$ cat src/rtl/sched_walker.sv
module sched_walker (
  input  logic        clk,
  input  logic        rst_n,
  input  logic [31:0] per_base,
  input  logic [13:0] frame_idx,
  input  logic [31:0] async_head,
  input  logic        per_en,
  input  logic        async_en,
  input  logic        uframe_start,
  input  logic        uframe_end,
  output logic        rd_req,
  output logic [31:0] rd_addr,
  input  logic        rd_valid,
  input  logic [31:0] rd_data,
  output logic        ex_valid,
  output logic [31:0] ex_addr,
  output logic [1:0]  ex_type,
  output logic        ex_async,
  input  logic        ex_ack
);

  typedef enum logic [1:0] {S_IDLE, S_REQ, S_WAIT, S_EXEC} state_t;

  localparam logic [1:0] HEAD_TYPE = 2'b01;

  state_t      st;
  logic [26:0] cur;
  logic [1:0]  cur_ty;
  logic        in_async;

  wire [31:0] list_addr = {per_base[31:12], frame_idx[12:3], 2'b00};
  wire [26:0] head_ptr  = async_head[31:5];

  always_ff @(posedge clk) begin
    if (!rst_n) begin
      st       <= S_IDLE;
      cur      <= '0;
      cur_ty   <= '0;
      in_async <= 1'b0;
      rd_addr  <= '0;
    end else if (uframe_end) begin
      st       <= S_IDLE;
      in_async <= 1'b0;
    end else begin
      case (st)
        S_IDLE:
          if (uframe_start) begin
            if (per_en) begin
              st       <= S_REQ;
              rd_addr  <= list_addr;
              in_async <= 1'b0;
            end else if (async_en) begin
              st       <= S_EXEC;
              cur      <= head_ptr;
              cur_ty   <= HEAD_TYPE;
              in_async <= 1'b1;
            end
          end
        S_REQ: st <= S_WAIT;
        S_WAIT:
          if (rd_valid) begin
            if (!in_async && rd_data[0]) begin
              if (async_en) begin
                st       <= S_EXEC;
                cur      <= head_ptr;
                cur_ty   <= HEAD_TYPE;
                in_async <= 1'b1;
              end else begin
                st <= S_IDLE;
              end
            end else begin
              st     <= S_EXEC;
              cur    <= rd_data[31:5];
              cur_ty <= rd_data[2:1];
            end
          end
        S_EXEC:
          if (ex_ack) begin
            st      <= S_REQ;
            rd_addr <= {cur, 5'b0};
          end
        default: st <= S_IDLE;
      endcase
    end
  end

  assign rd_req   = (st == S_REQ);
  assign ex_valid = (st == S_EXEC);
  assign ex_addr  = {cur, 5'b0};
  assign ex_type  = cur_ty;
  assign ex_async = in_async;


  ex_hold_chk: assert property (@(posedge clk) disable iff (!rst_n)
    ex_valid && !ex_ack && !uframe_end |=> ex_valid && $stable(ex_addr) && $stable(ex_type));


  end_abort_chk: assert property (@(posedge clk) disable iff (!rst_n)
    uframe_end |=> !ex_valid && !rd_req);


  list_addr_chk: assert property (@(posedge clk) disable iff (!rst_n)
    st == S_IDLE && uframe_start && per_en && !uframe_end
    |=> rd_req && rd_addr == {$past(per_base[31:12]), $past(frame_idx[12:3]), 2'b00});


  async_direct_chk: assert property (@(posedge clk) disable iff (!rst_n)
    st == S_IDLE && uframe_start && !per_en && async_en && !uframe_end
    |=> ex_valid && ex_async && !rd_req && ex_addr == {$past(async_head[31:5]), 5'b0});


  idle_off_chk: assert property (@(posedge clk) disable iff (!rst_n)
    st == S_IDLE && uframe_start && !per_en && !async_en |=> !rd_req && !ex_valid);

endmodule

$ cat config.mk
export PLATFORM = sky130hd
export DESIGN_NAME = sched_walker
export DESIGN_NICKNAME = d
export VERILOG_FILES = /design/src/rtl/sched_walker.sv
export SDC_FILE = /design/constraint.sdc
export NUM_CORES = 1
export LEC_CHECK = 0
export CAP_MARGIN = 20
export CORE_MARGIN = 5
export CORE_UTILIZATION = 35
export CTS_BUF_LIST = sky130_fd_sc_hd__clkbuf_8
export DETAILED_ROUTE_END_ITERATION = 16
export MAX_ROUTING_LAYER = met4
export PLACE_DENSITY = 0.79
export REMOVE_ABC_BUFFERS = 1
export SLEW_MARGIN = 10
export SYNTH_ARGS = -nofsm -noshare
export SYNTH_HDL_FRONTEND = slang
export SYNTH_SLANG_ARGS = --single-unit
$ cat constraint.sdc
create_clock -name clk -period 1.4 [get_ports clk]
set_input_delay 0.21 -clock clk [delete_from_list [all_inputs] [get_ports clk]]
set_output_delay 0.21 -clock clk [all_outputs]
set_load 0.1 [all_outputs]
## After elaboration in Yosys (flattened, before gate mapping)

Index checks and enable logic that the tools add are counted.

- Register bits: 64
- Bits of input ports: 118
- Output and inout bits: 69
- Word-level logic and storage cells: 57

- Equal/unequal tests: 10
- Multiplexer cells: 30
- Bitwise operators: 2
- Reduce and logical (&&, ||, !) cells: 10

Operators with widths:

| operator | number |
|---|---|
| $mux W27 | 5 |
| $mux W32 | 3 |
| $pmux W32 S2 | 1 |
| $pmux W27 S2 | 1 |
| $mux W2 | 12 |
| $ne A2 B2 Y1 const B | 5 |
| $reduce_and A5 Y1 | 2 |
| $pmux W2 S4 | 1 |
| $reduce_and A4 Y1 | 2 |
| $mux W1 | 5 |
| $eq A2 B2 Y1 const B | 2 |
| $pmux W2 S2 | 1 |
| $reduce_bool A2 Y1 | 2 |
| $ne A3 B3 Y1 const B | 1 |
| $eq A2 B1 Y1 const B | 1 |
| $logic_not A2 Y1 | 1 |
| $ne A2 B1 Y1 const B | 1 |
| $not A1 Y1 | 2 |
| $pmux W1 S2 | 1 |
| $reduce_or A2 Y1 | 1 |
| $logic_and A1 B1 Y1 | 1 |
| $logic_not A1 Y1 | 1 |

## Logic depth before layout (Yosys ltp)

- Depth in word-level cells: 5
- Mapped depth: 6
- Mapped depth without buffers: 4

## Worst setup path after synthesis

No wires, ideal clock.

- Path kind: register to register
- From: register in_async (netlist: ex_async)
- To: register cur[10]
- Setup time: 0.119 ns
- Data arrival time: 1.931 ns
- Required time: 1.281 ns
- Path slack: -0.650 ns
- Stages on the path, launching flop included: 6
- Buffers on the path: 1
- Period minus slack after synthesis: 2.050 ns
- Cell sequence: dfxtp_1 nor2b_1 buf_4 nor3_1 a31oi_1 o221a_2

- Longest elaborated chain between the ends: 5

Ends and longest elaborated chain:

| item | line | text |
|---|---|---|
| start, declared | 29 | `logic in_async;` |
| start signal, assigned | 39 | `in_async <= 1'b0;` |
| start signal, assigned | 43 | `in_async <= 1'b0;` |
| start signal, assigned | 51 | `in_async <= 1'b0;` |
| $logic_not A1 Y1 | 62 | `if (!in_async && rd_data[0]) begin` |
| $logic_and A1 B1 Y1 | 62 |  |
| $mux W27 | 62 |  |
| $mux W27 | 61 | `if (rd_valid) begin` |
| $pmux W27 S2 | 45 | `case (st)` |
| end signal, assigned | 54 | `cur <= head_ptr;` |
| end signal, assigned | 65 | `cur <= head_ptr;` |
| end signal, assigned | 73 | `cur <= rd_data[31:5];` |
| end, declared | 27 | `logic [26:0] cur;` |

Every way passes these cells. The select of a mux whose other input is x is not followed.
A chain may end at the register's enable or synchronous reset.

## Worst setup path after layout

- From: register st[0]
- To: register rd_addr[5]

- Longest elaborated chain between the ends: 3
- Elaborated cells between the ends (all ways): 8
- Those cells by class: eq/ne: 4; mux: 1; reduce/logical: 3

Ends and longest elaborated chain:

| item | line | text |
|---|---|---|
| start, declared | 26 | `state_t st;` |
| start signal, assigned | 36 | `st <= S_IDLE;` |
| start signal, assigned | 42 | `st <= S_IDLE;` |
| start signal, assigned | 49 | `st <= S_REQ;` |
| $eq A2 B2 Y1 / $logic_not A2 Y1 (equally long branches) | 45 |  |
| $ne A2 B1 Y1 (no source line) (tied with other cells) | -- |  |
| $reduce_and A5 Y1 (no source line) | -- |  |
| end signal, assigned | 50 | `rd_addr <= list_addr;` |
| end signal, assigned | 80 | `rd_addr <= {cur, 5'b0};` |
| end, declared | 12 | `output logic [31:0] rd_addr,` |

Several ways; a longest one is shown, not always the timed one.

==> run summary <==
Summing every instance area after synthesis gives 3094 um2. Commonest register cell after synthesis: sky130_fd_sc_hd__dfxtp_1. Number of hold violations in the final report: 0. The run gives 9.505 ps as the worst clock skew on the final layout.

After synthesis, the most frequently instantiated cells are 83 x sky130_fd_sc_hd__nand2_1, 62 x sky130_fd_sc_hd__dfxtp_1, 29 x sky130_fd_sc_hd__nor2_1. The run gives 2 as the maximum buffer depth of the clock tree. Via count of the first global-routing pass: 3940. For the final worst setup slack, the log shows -184.9 ps. Among all stages on the critical path, the largest delay is contributed by sky130_fd_sc_hd__dfxtp_4. The final reports fail on negative setup slack. Using the TritonRoute via totals, the vias-per-cell ratio works out to 5.788.

Clock tree synthesis selected as its root buffer the cell sky130_fd_sc_hd__clkbuf_8. The power density of the placed cells came out at 881.4 nW/um2. The H-tree was split into 3 levels.

The logs give 0 for the DRC violation count after routing and 1830 ps for the arrival time of the worst setup path. Max-cap violations in this run came to 0. The HPWL after detailed placement is 8939 um. The core region area came out at 8678 um2. The logs give 37 for the count of unique library cells instantiated by Yosys and 21510 um for the wire length of the first global-routing pass. The share of Yosys cell area claimed by the top area cell type is 0.4011. From bottom edge to top edge, the die measures 104.0 um. Including well taps, the total number of placed cells is 636. The most critical setup path has its startpoint at st[0]$_SDFFE_PP0P_. The die covers 10820 um2. For the number of warnings issued by yosys, the log shows 0. The tools report the total routing resource utilization after global routing as 0.2533. Along the worst path, the maximum fanout reaches 9.

The run gives 187 as the boundary pin count. The logs give 60 for the final-report setup violation count and 34 for the row count. The tools report the kind of start point of the critical path as a flip-flop. In the final layout, the multi-input gates occupy 2172 um2. In this design, the stage delay of the slowest critical-path cell is 440 ps.

After synthesis, the cell types taking the most area are sky130_fd_sc_hd__dfxtp_1 40%, sky130_fd_sc_hd__nand2_1 10%, sky130_fd_sc_hd__a311oi_1 7.9%. Setup repair after global routing could not meet its margin everywhere. The number of sinks driven by the clock tree is 62, and the async set-reset flop share out of synthesis is 0. The number of nets in the finished design was 681; the combined flip-flop and latch cell area was 1249 um2. The area growth from synthesis to layout was 120.1%; the count of vias placed by the detailed router was 3913. In this run the horizontal extent of the chip is 104.0 um. The synthesized area divided by synthesized cell count was 8.408 um2. The portion of the post-synthesis area used by sequential elements came out at 0.4011. For the required arrival time at the worst endpoint, the log shows 1640 ps. After clock tree synthesis, the flow added hold-fix buffers numbering 0.

Once detail routing completed, the nets flagged for antenna violations numbered 0. Clock-pin slew was measured on the worst setup and hold paths at 80 ps. The leading cell type by number of instances after synthesis was sky130_fd_sc_hd__nand2_1. By startpoint and endpoint, the worst setup path is classified as reg2reg. Entering global routing, the biggest net connects 26 pins. Broken down by cell family, the worst path's largest delay share belongs to buffers and inverters. Buffers plus inverters on the worst setup path: 4. The tools report the worst hold slack as 433.5 ps. The run gives 0 as the final max-slew violation count. After the flow finishes, the layout carries non-filler instances totaling 676. The number of antenna violations at the first check in global routing is 0.

For the core occupancy in the finished layout, the log shows 0.7847. TritonCTS built the clock tree. In this design, the critical path's most frequently occurring cell is sky130_fd_sc_hd__buf_4. At the end of routability-driven placement, the weighted congestion stood at 0.8447.

In this run the worst hold path is classified as in2reg. The slack of the worst reg-to-reg path is -180 ps, and the clock latency on the worst-skew pair is 350 ps. The period utilization is 1.132. The number of violations reported at the end of detailed-routing iteration 0 is 260, and the initial cell density of the core is 0.3565. The worst register-to-register path begins at st[0]$_SDFFE_PP0P_. Traced cell by cell, the critical path runs through buf_4, nand2_4, inv_4, buf_12, buf_4, nand2_1, a311oi_2. The post-synthesis register bit count works out to 62. The peak clock frequency supported by timing is 0.6309 GHz. Fraction of final layout cells sized beyond drive strength 1: 0.4349.

The post-route minimum period was 1585 ps; the total CTS buffers was 9. The worst setup path is captured at a flip-flop. Counting flops with a built-in enable in the synthesized netlist gives 0.

The first-pass iteration count of the detailed router came out at 5. The startpoint identified for the worst hold timing path is frame_idx[4]. The repair_antennas step left the layout with diodes totalling 0.

The number of cells produced by synthesis was 368. Fill cell total of the finished layout: 506. The tools report the worst ir drop on vdd as 0.5656 mV.

The biggest area contributor in the post-synthesis netlist is sky130_fd_sc_hd__dfxtp_1. The run finished, with violations left. After detailed routing, the average wire length per cell comes to 22.45 um. For this design the static power due to leakage is 2.666 nW. The routed design has 15180 um of wire. Port buffering added 156 buffers. The total overflow left after global routing is 0.
state kept, by name (all words and copies together) (netlist names):
signal and count:
rd_addr 30, cur 27, ex_type 2, st 2, ex_async 1
layout make-up:
cell class,instances,share of cell area
Clock inverter,7,0.01654
Multi-Input combinational cell,255,0.3189
Timing Repair Buffer,216,0.4323
Clock buffer,9,0.01819
Inverter,19,0.01084
Tap cell,108,0.01984
Sequential cell,62,0.1834
kinds of logic (layout without fill, tap and decap cells):
logic type	count (synthesis)	after routing	share of synthesized area
AOI/OAI and AO/OA	100	100	0.2835
buffers and inverters	57	251	0.09745
DFF	62	62	0.4011
other	1	7	0.001212
and+or+nand+nor	148	148	0.2167
placed cells by master, fill, tap and decap left out, types with 4 or more instances in the layout:
cell                               n
sky130_fd_sc_hd__conb_1            7
sky130_fd_sc_hd__nor2_2           16
sky130_fd_sc_hd__clkdlybuf4s50_1  93
sky130_fd_sc_hd__buf_6            10
sky130_fd_sc_hd__o221a_4          14
sky130_fd_sc_hd__buf_4            29
sky130_fd_sc_hd__a311oi_1         14
sky130_fd_sc_hd__a21oi_1          14
sky130_fd_sc_hd__clkbuf_8          9
sky130_fd_sc_hd__dfxtp_1          60
sky130_fd_sc_hd__nor2_4            7
sky130_fd_sc_hd__nor2_1            8
sky130_fd_sc_hd__nand2_1          82
sky130_fd_sc_hd__nand2b_4          4
sky130_fd_sc_hd__a31oi_1           5
sky130_fd_sc_hd__nor3_1            5
sky130_fd_sc_hd__nor3_2            6
sky130_fd_sc_hd__inv_1            16
sky130_fd_sc_hd__a31oi_4           9
sky130_fd_sc_hd__buf_12           74
sky130_fd_sc_hd__a311oi_2         26
sky130_fd_sc_hd__nand3_1           4
worst reg2reg max path: cells and delay by family, from the launching register on:
kind,cells,cell delay [ps]
AOI/OAI and AO/OA,1,340
and+or+nand+nor,2,190
buffers and inverters,4,520
DFF,1,440
power breakdown:
| group | switching, mW | internal, mW | leakage (nW) |
|---|---|---|---|
| Combinational | 1.18 | 0.883 | 2.04 |
| Clock | 0.792 | 1.17 | 0.119 |
| Sequential | 0.123 | 1.85 | 0.507 |
stage by stage:
step	total power [mW]	worst slack [ps]	cell area, um2	setup TNS [ps]
after CTS	5.798	-180.0	6389	-4977
after detailed placement	3.774	-481.2	5599	-23440
final	6.003	-184.9	6810	-6067
after floorplan	2.913	-873.6	2887	-46990
after global placement	3.741	-351.1	5599	-19670
after global routing	6.182	-236.4	6810	-9298
worst paths after layout:
path	end	depth (start not counted)
setup / recovery	rd_addr[5]$_SDFFE_PN0P_	7
hold / removal	rd_addr[3]$_SDFFE_PN0P_	3
setup reg to reg	rd_addr[5]$_SDFFE_PN0P_	7
hold reg to reg	rd_addr[3]$_SDFFE_PN0P_	2
per-layer routing:
layer / routed length [um] / share of wire / track usage / vias to the layer above
met4: 630 / 0.042 / 0.1184 / 0
met5: 0 / 0 / - / -
li1: - / - / - / 1718
met3: 854 / 0.056 / 0.04221 / 52
met2: 8059 / 0.53 / 0.4358 / 192
met1: 5634 / 0.37 / 0.2858 / 1951
timing repair:
action / in CTS / in global routing
pin swaps: 60 / 9
gates resized for setup: 66 / 62
endpoints found under the setup margin: 60 / 61
buffers inserted: 12 / 5
gates cloned: 6 / 3
Power figures use the tool's default switching activity.
